**config.mk**
```make
export PLATFORM = sky130hd
export DESIGN_NAME = extint_sense
export DESIGN_NICKNAME = d
export VERILOG_FILES = /design/src/rtl/extint_pkg.sv /design/src/rtl/extint_sync.sv /design/src/rtl/extint_edge.sv /design/src/rtl/extint_chan.sv /design/src/rtl/extint_sense.sv
export SDC_FILE = /design/constraint.sdc
export NUM_CORES = 1
export LEC_CHECK = 0
export ABC_AREA = 1
export BUFFER_PORTS_ARGS = -buffer_cell sky130_fd_sc_hd__buf_4
export CAP_MARGIN = 20
export CORE_ASPECT_RATIO = 1.75
export CORE_MARGIN = 2
export CORE_UTILIZATION = 30
export CTS_BUF_LIST = sky130_fd_sc_hd__clkbuf_8
export DETAILED_ROUTE_END_ITERATION = 6
export HOLD_SLACK_MARGIN = 0.1
export PLACE_DENSITY_LB_ADDON = 0.1
export SKIP_LAST_GASP = 1
export SYNTH_ARGS = -nofsm -noshare
export SYNTH_HDL_FRONTEND = slang
export SYNTH_SLANG_ARGS = --single-unit
```
**constraint.sdc**
```tcl
create_clock -name clk_i -period 2.8 [get_ports clk_i]
set_input_delay 0.56 -clock clk_i [delete_from_list [all_inputs] [get_ports clk_i]]
set_output_delay 0.56 -clock clk_i [all_outputs]
set_load 0.05 [all_outputs]
```
**src/rtl/extint_pkg.sv**
```systemverilog
package extint_pkg;

  typedef enum logic [1:0] {
    SENSE_LOW  = 2'b00,
    SENSE_ANY  = 2'b01,
    SENSE_FALL = 2'b10,
    SENSE_RISE = 2'b11
  } sense_mode_e;

  localparam int unsigned SENSE_W = 2;

endpackage

```
**src/rtl/extint_sync.sv**
```systemverilog
module extint_sync #(
  parameter int unsigned WIDTH   = 4,
  parameter int unsigned STAGES  = 2,
  parameter logic        RST_LVL = 1'b1
) (
  input  logic             clk_i,
  input  logic             rst_ni,
  input  logic [WIDTH-1:0] d_i,
  output logic [WIDTH-1:0] q_o
);

  logic [STAGES-1:0][WIDTH-1:0] stage_q;

  always_ff @(posedge clk_i or negedge rst_ni) begin
    if (!rst_ni) begin
      stage_q <= {(STAGES*WIDTH){RST_LVL}};
    end else begin
      stage_q[0] <= d_i;
      for (int s = 1; s < STAGES; s++) begin
        stage_q[s] <= stage_q[s-1];
      end
    end
  end

  assign q_o = stage_q[STAGES-1];

endmodule

```
**src/rtl/extint_edge.sv**
```systemverilog
module extint_edge #(
  parameter logic RST_LVL = 1'b1
) (
  input  logic clk_i,
  input  logic rst_ni,
  input  logic lvl_i,
  input  logic run_i,
  output logic rise_o,
  output logic fall_o
);

  logic prev_q;

  // history tracks even while halted so no stale edge appears on resume
  always_ff @(posedge clk_i or negedge rst_ni) begin
    if (!rst_ni) prev_q <= RST_LVL;
    else         prev_q <= lvl_i;
  end

  assign rise_o = run_i &  lvl_i & ~prev_q;
  assign fall_o = run_i & ~lvl_i &  prev_q;

endmodule

```
**src/rtl/extint_chan.sv**
```systemverilog
module extint_chan
  import extint_pkg::*;
(
  input  logic        clk_i,
  input  logic        rst_ni,
  input  sense_mode_e mode_i,
  input  logic        en_i,
  input  logic        lvl_i,
  input  logic        rise_i,
  input  logic        fall_i,
  input  logic        clr_i,
  output logic        flag_o,
  output logic        req_o
);

  logic flag_q;
  logic hit;
  logic level_mode;

  assign level_mode = (mode_i == SENSE_LOW);

  always_comb begin
    unique case (mode_i)
      SENSE_LOW:  hit = 1'b0;
      SENSE_ANY:  hit = rise_i | fall_i;
      SENSE_FALL: hit = fall_i;
      SENSE_RISE: hit = rise_i;
    endcase
  end

  // new edge beats clear
  always_ff @(posedge clk_i or negedge rst_ni) begin
    if (!rst_ni)         flag_q <= 1'b0;
    else if (level_mode) flag_q <= 1'b0;
    else if (hit)        flag_q <= 1'b1;
    else if (clr_i)      flag_q <= 1'b0;
  end

  assign flag_o = flag_q;
  assign req_o  = en_i & (level_mode ? ~lvl_i : flag_q);

endmodule

```
**src/rtl/extint_sense.sv**
```systemverilog
module extint_sense
  import extint_pkg::*;
#(
  parameter int unsigned N_PINS      = 4,
  parameter int unsigned SYNC_STAGES = 2,
  parameter logic        IDLE_LVL    = 1'b1
) (
  input  logic                      clk_i,
  input  logic                      rst_ni,
  input  logic [N_PINS-1:0]         pin_i,
  input  logic [N_PINS-1:0]         en_i,
  input  logic [N_PINS*SENSE_W-1:0] mode_i,
  input  logic                      clk_run_i,
  input  logic [N_PINS-1:0]         clr_i,
  output logic [N_PINS-1:0]         flag_o,
  output logic [N_PINS-1:0]         req_o
);

  logic [N_PINS-1:0] pin_sync;
  logic [N_PINS-1:0] rise;
  logic [N_PINS-1:0] fall;

  extint_sync #(
    .WIDTH   (N_PINS),
    .STAGES  (SYNC_STAGES),
    .RST_LVL (IDLE_LVL)
  ) u_sync (
    .clk_i  (clk_i),
    .rst_ni (rst_ni),
    .d_i    (pin_i),
    .q_o    (pin_sync)
  );

  for (genvar g = 0; g < N_PINS; g++) begin : g_pin
    extint_edge #(
      .RST_LVL (IDLE_LVL)
    ) u_edge (
      .clk_i  (clk_i),
      .rst_ni (rst_ni),
      .lvl_i  (pin_sync[g]),
      .run_i  (clk_run_i),
      .rise_o (rise[g]),
      .fall_o (fall[g])
    );

    extint_chan u_chan (
      .clk_i  (clk_i),
      .rst_ni (rst_ni),
      .mode_i (sense_mode_e'(mode_i[g*SENSE_W +: SENSE_W])),
      .en_i   (en_i[g]),
      .lvl_i  (pin_sync[g]),
      .rise_i (rise[g]),
      .fall_i (fall[g]),
      .clr_i  (clr_i[g]),
      .flag_o (flag_o[g]),
      .req_o  (req_o[g])
    );
  end

endmodule

```
; ---- Word-level counts from Yosys, hierarchy flattened
; Cells that the tools add are included.
[totals]
regBits = 16
inputBits = 23
out_inout_bits = 8
word_cells = 82
[op_classes]
eq_ne = 12
mux = 20
n_bitwise = 32
n_reduce_logical = 8
[ops]
columns = operator, n
row1 = $and A1 B1 Y1, 20
row2 = $eq A2 B2 Y1 const B, 8
row3 = $mux W1, 16
row4 = $pmux W1 S4, 4
row5 = $reduce_bool A3 Y1, 4
row6 = $eq A2 B1 Y1 const B, 4
row7 = $logic_not A2 Y1, 4
row8 = $not A1 Y1, 8
row9 = $or A1 B1 Y1, 4

; ---- Logic depth before layout (Yosys ltp)
; Gate-level depths: netlist (run 1).
[depth]
depth_word = 7
ltp_mapped = 5
depth_no_buf = 5

; ---- Modules after synthesis
; A second synthesis (run 1) with hierarchy kept.
[hier_totals]
hier_cells = 88
hier_area_um2 = 705.7
[modules_own_cells]
columns = module, n_inst, cells_per_inst, area_each_um2, seq_area_each_um2
row1 = extint_chan, 4, 14, 75.1, 25.0
row2 = extint_sync, 1, 12, 240.2, 210.2
row3 = extint_edge, 4, 5, 41.3, 26.3

; ---- Worst setup path before layout (run 1)
; Ideal clock, no wire load.
[synth_timing]
kind = input -> output
start = input port mode_i[2]
end = output port req_o[1]
arrival_time_ns = 1.025
t_required_ns = 2.240
setup_slack_ns = 1.215
cell_stages = 4
n_path_buf = 1
cell_sequence = nor2_2 nor2_1 nor2_1 buf_4
[synth_between]
elab_chain_len = 3
[synth_lines]
columns = item, line
row1 = start: declaration, extint_sense.sv:12  ; input logic [N_PINS*SENSE_W-1:0] mode_i,
row2 = $logic_not A2 Y1, extint_chan.sv:20  ; assign level_mode = (mode_i == SENSE_LOW);
row3 = $mux W1, extint_chan.sv:40  ; assign req_o = en_i & (level_mode ? ~lvl_i : flag_q);
row4 = $and A1 B1 Y1, extint_chan.sv:40
row5 = end: declaration, extint_sense.sv:16  ; output logic [N_PINS-1:0] req_o
; Every way passes these cells.

; ---- Worst setup path in the final report (run 1)
[layout_timing]
start = input port mode_i[0]
end = output port req_o[0]
; The elaborated chain is that of the path after synthesis.

==> results.sh, run 1 <==
export IMPL_cts_made_buffers=3
export IMPL_path_clk_slew_ns=0.05
export IMPL_netlist_area_um2=803
export IMPL_cts_tree="yes"
export IMPL_grt_pass1_vias=581
export IMPL_synth_seq_cells=16
export IMPL_synthCells=104
export IMPL_period_needed_ns=1.77
export IMPL_h_tree_depth=1
export IMPL_grt_setup_unrepaired="no"
export IMPL_muxShareOfSynthArea_pct=0
export IMPL_crit_family="buffers and inverters"
export IMPL_synth_compound_area_share_pct=1.40
export IMPL_drc=0
export IMPL_fin_util_pct=40.9
export IMPL_synth_xor_area_share_pct=0
export IMPL_clockRootBuffer="clkbuf_8"
export IMPL_die_y_um=72.5
export IMPL_die_area_um2=3120
export IMPL_critPathLaunchType="primary input"
export IMPL_die_x_um=43.1
export IMPL_design_area_um2=1030
export IMPL_ys_top_cells_by_count="nand2_1, nor2_1, dfstp_2"
export IMPL_synth_edff_count=0
export IMPL_cts_sinks=16
export IMPL_cp_slowest_cell="buf_4"
export IMPL_nNetsFinal=153
export IMPL_io_buffer_count=30
export IMPL_r2r_cells=5
export IMPL_num_io_pins=31
export IMPL_fillers=273
export IMPL_syn_to_final_growth_pct=28.3
export IMPL_synth_avg_cell_area_um2=7.72
export IMPL_syn_num_nets=127
export IMPL_maxCapViolCount=0
export IMPL_coreArea_um2=2520
export IMPL_synth_ff_type="dfstp_2"
export IMPL_cts_resized=0
export IMPL_dpl_hpwl_um=993
export IMPL_synthSimpleGateAreaFrac_pct=32.4
export IMPL_p_per_area_nw_per_um2=516
export IMPL_drt_pass1_iter_count=3
export IMPL_whs_ns=0.168
export IMPL_drive_above_1_share_pct=39.8
export IMPL_yosysWarnings=0
export IMPL_antenna_found_initial=0
export IMPL_ant_nets=0
export IMPL_antenna_cells=0
export IMPL_start_util_pct=31.8
export IMPL_endpoint_kind="output pin"
export IMPL_clock_latency_ns=0.24
export IMPL_r2r_start="g_pin[2].u_edge.prev_q"
export IMPL_critPathBufInv=2
export IMPL_ys_seq_area_share_pct=51.7
export IMPL_crit_path_cell_trace="buf_4, nor2_2, nor2_1, nor2_1, buf_4"
export IMPL_p_leak_nw=0.559
export IMPL_synth_distinct_cells=10
export IMPL_vias=625
export IMPL_cts_setup_buffers=0
export IMPL_ys_top_cells_by_area="dfstp_2, nand2_1, dfrtp_1"
export IMPL_peakVddDrop_v=0.000308
export IMPL_avgViaCountPerCell=4.06
export IMPL_place_area_um2=990
export IMPL_track_usage_pct=8.69
export IMPL_crit_path_start="mode_i[0]"
export IMPL_place_gp_congestion=0.728
export IMPL_final_seq_area_um2=415
export IMPL_synth_fa_ha_area_share_pct=0
export IMPL_max_slew_margin_pct=86.9
export IMPL_first_iter_violations=6
export IMPL_drt_wirelength_per_cell_um=7.93
export IMPL_cp_arrival_ns=1.21
export IMPL_ys_async_sr_fraction_pct=100
export IMPL_cts_buffer_depth=2
export IMPL_multi_input_area_um2=272
export IMPL_synth_top_area_share_pct=39.3
export IMPL_finalHoldViolCount=0
export IMPL_critPathMaxStageDelay_ns=0.21
export IMPL_worst_ep_required_time_ns=2.24
export IMPL_synth_most_common_cell="nand2_1"
export IMPL_r2r_end="g_pin[2].u_chan.flag_o"
export IMPL_grt_overflow=0
export IMPL_synth_top_family_by_area="simple AND/OR/NAND/NOR gates"
export IMPL_wirelength_mm=1.22
export IMPL_hold_class="primary input to asynchronous set/reset pin"
export IMPL_run_status="finished clean"
export IMPL_tns_ns=0
export IMPL_reg2reg_slack_ns=1.90
export IMPL_max_freq_mhz=566
export IMPL_grt_max_degree=17
export IMPL_setup_violations=0
export IMPL_grt_pass1_wl_mm=2.14
export IMPL_crit_fanout=4
export IMPL_critPathKind="primary input to output pin"
export IMPL_min_period_over_period_pct=63.2
export IMPL_fin_skew_ns=0.000427
export IMPL_row_count=24
export IMPL_hold_buffers=0
export IMPL_slew_violations=0
export IMPL_synth_top_area_cell="dfstp_2"
export IMPL_worstMarginPinSlew_ns=0.196
## kinds of logic after synthesis
kind of cell,after synthesis
AND/OR/NAND/NOR,66
buffers and inverters,21
AO/OA/AOI/OAI,1
flip-flops,16
## placed cells by master (no fill, tap or decap), drive strengths merged
master  synthesis  final
a21boi          1      1
clkbuf          0      3
dfrtp           4      4
clkinv          1      1
dfstp          12     12
nor2           31     31
buf             9     30
inv            11     11
nand2          35     35
## registers in the layout, summed over array words and instances, names as in the netlist
name / cells
g_pin.u_chan.flag_o: 4
g_pin.u_edge.prev_q: 4
u_sync.q_o: 4
u_sync.stage_q: 4
## metrics by stage
stage	setup slack, ns	std cells	total power [mW]
floorplan	1.21	104	0.342
CTS	1.02	154	0.543
detailed placement	1.02	151	0.379
global placement	1.05	151	0.377
finish	1.03	154	0.532
global route	0.973	154	0.562
## final cells by class
class | instances | share of cell area (%)
Sequential cell | 16 | 40.3
Multi-Input combinational cell | 67 | 26.3
Timing Repair Buffer | 30 | 21.8
Inverter | 12 | 4.37
Clock buffer | 3 | 4.00
Tap cell | 26 | 3.16
## where the power goes
group          internal, mW  switching, mW
clock network        0.0949         0.0644
registers             0.253        0.00893
logic                0.0452         0.0663
## how the worst max path moves through the flow
stage | cells past startpoint | end
after global placement | 5 | req_o[1]
after detailed placement | 5 | req_o[0]
final | 5 | req_o[0]
after floorplan | 4 | req_o[1]
after CTS | 5 | req_o[0]
after global routing | 5 | req_o[2]
## layer usage
| metal | share of wire (%) | track usage (%) |
|---|---|---|
| met4 | 0.82 | 4.04 |
| met1 | 40 | 9.79 |
| met3 | 7.6 | 2.74 |
| met2 | 51 | 14.6 |
| met5 | 0 | 0 |
No activity file was read; power rests on OpenSTA's default activity.
==> run 2: changes to the inputs <==
--- a/config.mk
+++ b/config.mk
@@ -5,7 +5,7 @@
 export SDC_FILE = /design/constraint.sdc
 export NUM_CORES = 1
 export LEC_CHECK = 0
-export ABC_AREA = 1
+export ABC_AREA = 0
 export BUFFER_PORTS_ARGS = -buffer_cell sky130_fd_sc_hd__buf_4
 export CAP_MARGIN = 20
 export CORE_ASPECT_RATIO = 1.75
==> constraint.sdc (replaced) <==
create_clock -name clk_i -period 1.8 [get_ports clk_i]
set_input_delay 0.36 -clock clk_i [delete_from_list [all_inputs] [get_ports clk_i]]
set_output_delay 0.36 -clock clk_i [all_outputs]
set_load 0.05 [all_outputs]
==> run 2 against run 1 <==
Net effect: largest cell class unchanged; largest power group unchanged; clock power is 61% higher; worst hold slack better by 0.051 ns; combinational power is 47% higher; highest routed layer unchanged; clock skew hardly changed; synthesized cell count is 38% lower; sequential share of layout area is 1.9 points higher; utilization is 1.8 points higher.
==> results.sh, run 2 <==
export IMPL_drive_above_1_share_pct=49.5
export IMPL_num_io_pins=31
export IMPL_worstHoldStart="pin_i[2]"
export IMPL_synth_distinct_cells=15
export IMPL_netlist_area_um2=736
export IMPL_synth_seq_cells=16
export IMPL_synth_ff_type="dfstp_2"
export IMPL_tns_ns=0
export IMPL_min_period_over_period_pct=85.1
export IMPL_coreArea_um2=2300
export IMPL_synthCells=65
export IMPL_antenna_found_initial=0
export IMPL_ys_top_cells_by_area="dfstp_2, dfrtp_1, buf_4"
export IMPL_slew_violations=0
export IMPL_dp_cells=112
export IMPL_clock_latency_ns=0.24
export IMPL_track_usage_pct=11.7
export IMPL_avgViaCountPerCell=4.93
export IMPL_first_iter_violations=12
export IMPL_crit_path_start="u_sync.q_o[2]"
export IMPL_endpoint_kind="output pin"
export IMPL_critPathKind="register to output pin"
export IMPL_final_seq_area_um2=415
export IMPL_final_common_cell="buf_4"
export IMPL_cts_tree="yes"
export IMPL_grt_overflow=0
export IMPL_ant_nets=0
export IMPL_start_util_pct=32.0
export IMPL_place_gp_congestion=0.718
export IMPL_grt_pass1_wl_mm=2.62
export IMPL_yosysWarnings=0
export IMPL_die_area_um2=2880
export IMPL_cts_setup_buffers=0
export IMPL_ys_top_cells_by_count="dfstp_2, o21ai_0, buf_4"
export IMPL_p_leak_nw=0.469
export IMPL_dpl_hpwl_mm=1.04
export IMPL_cts_resized=0
export IMPL_fin_skew_ns=0.000549
export IMPL_grt_pass1_vias=624
export IMPL_clockRootBuffer="clkbuf_8"
export IMPL_max_freq_mhz=653
export IMPL_grt_setup_unrepaired="no"
export IMPL_die_y_um=69.5
export IMPL_peakVddDrop_v=0.000581
export IMPL_path_clk_slew_ns=0.06
export IMPL_syn_to_final_growth_pct=33.7
export IMPL_io_buffer_count=30
export IMPL_finalHoldViolCount=0
export IMPL_p_per_area_nw_per_um2=842
export IMPL_place_area_um2=932
export IMPL_worst_ep_required_time_ns=1.44
export IMPL_fillers=232
export IMPL_multi_input_area_um2=260
export IMPL_critPathLaunchType="register"
export IMPL_synth_edff_count=0
export IMPL_drc=0
export IMPL_row_count=23
export IMPL_run_status="finished clean"
export IMPL_syn_num_nets=88
export IMPL_synth_most_common_cell="dfstp_2"
export IMPL_die_x_um=41.4
export IMPL_cts_buffer_depth=2
export IMPL_cts_made_buffers=3
export IMPL_synth_avg_cell_area_um2=11.3
export IMPL_vias=572
export IMPL_ys_seq_area_share_pct=56.5
export IMPL_layout_cells_non_filler=116
export IMPL_cts_sinks=16
export IMPL_cp_arrival_ns=1.17
export IMPL_period_needed_ns=1.53
export IMPL_fin_util_pct=42.7
export IMPL_antenna_cells=0
export IMPL_hold_class="primary input to register"
export IMPL_grt_max_degree=17
export IMPL_drt_pass1_iter_count=3
export IMPL_worstMarginPinSlew_ns=0.219
export IMPL_drt_wirelength_per_cell_um=11.5
export IMPL_synth_top_area_cell="dfstp_2"
export IMPL_maxCapViolCount=0
export IMPL_max_slew_margin_pct=85.2
export IMPL_final_cell_mix="buf_4, dfstp_2, o21ai_0, nor2b_1"
export IMPL_design_area_um2=983
export IMPL_wirelength_mm=1.34
export IMPL_ys_async_sr_fraction_pct=100
export IMPL_setup_violations=0
export IMPL_nNetsFinal=116
export IMPL_h_tree_depth=1
export IMPL_r2r_start="g_pin[2].u_edge.prev_q"
export IMPL_synth_top_area_share_pct=42.9
export IMPL_crit_fanout=5
run 2: through the flow:
step	hold slack, ns	power [mW]	setup slack (ns)
2_1_floorplan	0.0644	0.518	0.573
3_3_place_gp	0.231	0.576	0.435
3_5_place_dp	0.228	0.578	0.412
4_1_cts	0.212	0.847	0.260
5_1_grt	0.208	0.873	0.205
6_report	0.219	0.828	0.269
run 2: where the power goes:
part           switching [mW]  total, mW  internal, mW  leakage, nW
clock                   0.108      0.256         0.148       0.0216
sequential             0.0153      0.408         0.393        0.179
combinational          0.0905      0.163        0.0729        0.269
run 2: what timing repair did:
item                                   4_1_cts  5_1_grt
setup endpoints to repair                    0        0
hold buffers                                 1        0
endpoints found under the hold margin        4        0
run 2: layout make-up:
class,count,area share (%)
sequential,16,42.2
multi-input combinational,41,26.5
timing repair buffer,31,23.9
clock buffer,3,4.20
tap,25,3.18
run 2: routing by layer:
metal	GRT usage (%)	wire, um	part of all wire [%]
met5	0	0	0
met2	19.3	759	57
met4	8.96	23	1.7
met3	3.65	80	6.0
met1	11.8	475	36
run 2: final timing paths:
kind / endpoint / slack, ns / depth (start not counted)
min: u_sync.stage_q[2] / 0.22 / 1
min reg2reg: u_sync.q_o[1] / 0.35 / 0
max reg2reg: g_pin[2].u_chan.flag_o / 0.72 / 3
max: req_o[2] / 0.27 / 3
min in group asynchronous: g_pin[0].u_chan.flag_o / 0.50 / 2
max in group asynchronous: g_pin[1].u_edge.prev_q / 1.05 / 2
run 2: kinds of logic after synthesis:
group           after synthesis  synth area share, %
flops                        16                 56.5
simple gates                 27                 22.6
xor+xnor                      1                 1.19
buf+inv                       8                 8.16
compound gates               13                 11.6
run 2: critical path: stages, from the launching register on:
cell	delay, ns
dfstp_2	0.57
nand2_1	0.06
o211a_1	0.12
buf_4	0.18
==> run 3: changes to the inputs <==
--- a/config.mk
+++ b/config.mk
@@ -8,9 +8,8 @@
 export ABC_AREA = 0
 export BUFFER_PORTS_ARGS = -buffer_cell sky130_fd_sc_hd__buf_4
 export CAP_MARGIN = 20
-export CORE_ASPECT_RATIO = 1.75
 export CORE_MARGIN = 2
-export CORE_UTILIZATION = 30
+export CORE_UTILIZATION = 40
 export CTS_BUF_LIST = sky130_fd_sc_hd__clkbuf_8
 export DETAILED_ROUTE_END_ITERATION = 6
 export HOLD_SLACK_MARGIN = 0.1
==> run 3 against run 2 <==
Net effect: count of clock-buffer cells in the layout did not move; sequential share of layout area fell by 0.16 points; worst hold slack better by 0.0065 ns; non-clock buffer count stayed put; critical path type unchanged; critical endpoint is now req_o[3]; largest power group unchanged.
==> results.sh, run 3 (synthesis gave the netlist of run 2 again) <==
export IMPL_path_clk_slew_ns=0.06
export IMPL_fin_skew_ns=0.00760
export IMPL_die_y_um=46.9
export IMPL_p_sw_share_pct=25.5
export IMPL_grt_pass1_vias=453
export IMPL_holdPathEnd="u_sync.stage_q[0]"
export IMPL_coreArea_um2=1730
export IMPL_clockRootBuffer="clkbuf_8"
export IMPL_antenna_found_initial=0
export IMPL_clock_latency_ns=0.24
export IMPL_cts_tree="yes"
export IMPL_maxCapViolCount=0
export IMPL_clockPowerShare_pct=31.0
export IMPL_slew_violations=0
export IMPL_final_cell_mix="buf_4, dfstp_2, o21ai_0, nor2b_1"
export IMPL_worstMarginPinSlew_ns=0.230
export IMPL_worstHoldStart="pin_i[0]"
export IMPL_io_buffer_count=30
export IMPL_critPathKind="register to output pin"
export IMPL_track_usage_pct=13.3
export IMPL_drive_above_1_share_pct=48.9
export IMPL_min_period_over_period_pct=84.8
export IMPL_peakVddDrop_v=0.000676
export IMPL_drt_wirelength_per_cell_um=10.3
export IMPL_p_per_area_nw_per_um2=837
export IMPL_switching_power_uw=211
export IMPL_start_util_pct=42.6
export IMPL_r2r_start="g_pin[1].u_edge.prev_q"
export IMPL_reg2reg_slack_ns=0.74
export IMPL_num_io_pins=31
export IMPL_crit_fanout=5
export IMPL_vias=556
export IMPL_dp_cells=112
export IMPL_comb_power_share_pct=19.7
export IMPL_dp_slack_ns=0.425
export IMPL_grt_setup_unrepaired="no"
export IMPL_dpl_hpwl_um=941
export IMPL_antenna_cells=0
export IMPL_cts_sinks=16
export IMPL_grt_overflow=0
export IMPL_wirelength_mm=1.20
export IMPL_setup_violations=0
export IMPL_worst_ep_required_time_ns=1.44
export IMPL_run_status="finished clean"
export IMPL_critPathLaunchType="register"
export IMPL_syn_to_final_growth_pct=34.2
export IMPL_whs_path_depth=1
export IMPL_h_tree_depth=1
export IMPL_r2r_cells=3
export IMPL_cts_made_buffers=3
export IMPL_first_iter_violations=2
export IMPL_r2r_end="g_pin[1].u_chan.flag_o"
export IMPL_p_leak_nw=0.475
export IMPL_grt_max_degree=17
export IMPL_place_gp_congestion=0.710
export IMPL_worst_slack_ns=0.273
export IMPL_final_common_cell="buf_4"
export IMPL_drt_pass1_iter_count=3
export IMPL_grt_pass1_wl_mm=1.92
export IMPL_die_area_um2=2200
export IMPL_period_needed_ns=1.53
export IMPL_max_freq_mhz=655
export IMPL_p_int_uw=616
export IMPL_drc=0
export IMPL_tns_ns=0
export IMPL_max_slew_margin_pct=84.5
export IMPL_nNetsFinal=116
export IMPL_cts_buffer_depth=2
export IMPL_hold_class="primary input to register"
export IMPL_finalHoldViolCount=0
export IMPL_ant_nets=0
export IMPL_endpoint_kind="output pin"
export IMPL_seq_power_share_pct=49.3
export IMPL_layout_cells_non_filler=117
export IMPL_row_count=15
export IMPL_die_x_um=46.9
export IMPL_cp_arrival_ns=1.17
export IMPL_avgViaCountPerCell=4.75
[run 3: cell count changes in the layout (fill, tap and decap cells not counted), sizes merged]
cell / previous run / this run
inv: 0 / 1
[run 3: critical path, cell delays in order (launching register included)]
cell and delay, ns:
dfstp_2 0.56, nand2_1 0.06, o211a_1 0.12, buf_4 0.18
[run 3: timing repair]
| action | in CTS | in global routing |
|---|---|---|
| gates resized for setup | 0 | 0 |
| hold buffers | 1 | 0 |
| buffers inserted | 0 | 0 |
| endpoints found under the hold margin | 4 | 0 |
[run 3: per-layer routing]
layer	GRT usage [%]	up-vias	share of wire, %
met5	0	-	0
met2	19.7	15	50
met4	8.33	0	1.4
met3	5.77	2	6.2
met1	15.9	263	42
li1	-	276	-
[run 3: worst max-delay path by stage]
| stage | start | endpoint | slack (ns) | cells past startpoint |
|---|---|---|---|---|
| after floorplan | u_sync.q_o[1] | req_o[1] | 0.57 | 3 |
| after global routing | u_sync.q_o[1] | req_o[1] | 0.21 | 3 |
| after CTS | u_sync.q_o[3] | req_o[3] | 0.26 | 3 |
| final | u_sync.q_o[3] | req_o[3] | 0.27 | 3 |
| after global placement | mode_i[0] | req_o[0] | 0.44 | 5 |
| after detailed placement | mode_i[0] | req_o[0] | 0.43 | 5 |
[run 3: metrics by stage]
step / hold WS (ns) / area [um2] / total power, mW / utilization, %
finish: 0.226 / 987 / 0.827 / 57.2
global route: 0.208 / 987 / 0.878 / 57.2
CTS: 0.218 / 987 / 0.841 / 57.2
detailed placement: 0.221 / 932 / 0.577 / 54.0
global placement: 0.221 / 932 / 0.573 / 54.0
floorplan: 0.0644 / 736 / 0.518 / -
[run 3: power groups by stage]
stage	sequential (mW)	combinational (mW)	clock (mW)
floorplan	0.409	0.109	0
global placement	0.413	0.161	0
detailed placement	0.414	0.163	0
CTS	0.408	0.165	0.267
global route	0.411	0.178	0.289
finish	0.408	0.163	0.256
[run 3: layout make-up]
type	count	area, um2
Timing Repair Buffer	31	235
Sequential cell	16	415
Fill cell	164	739
Clock buffer	3	41.3
Clock inverter	1	3.75
Tap cell	25	31.3
Multi-Input combinational cell	41	260
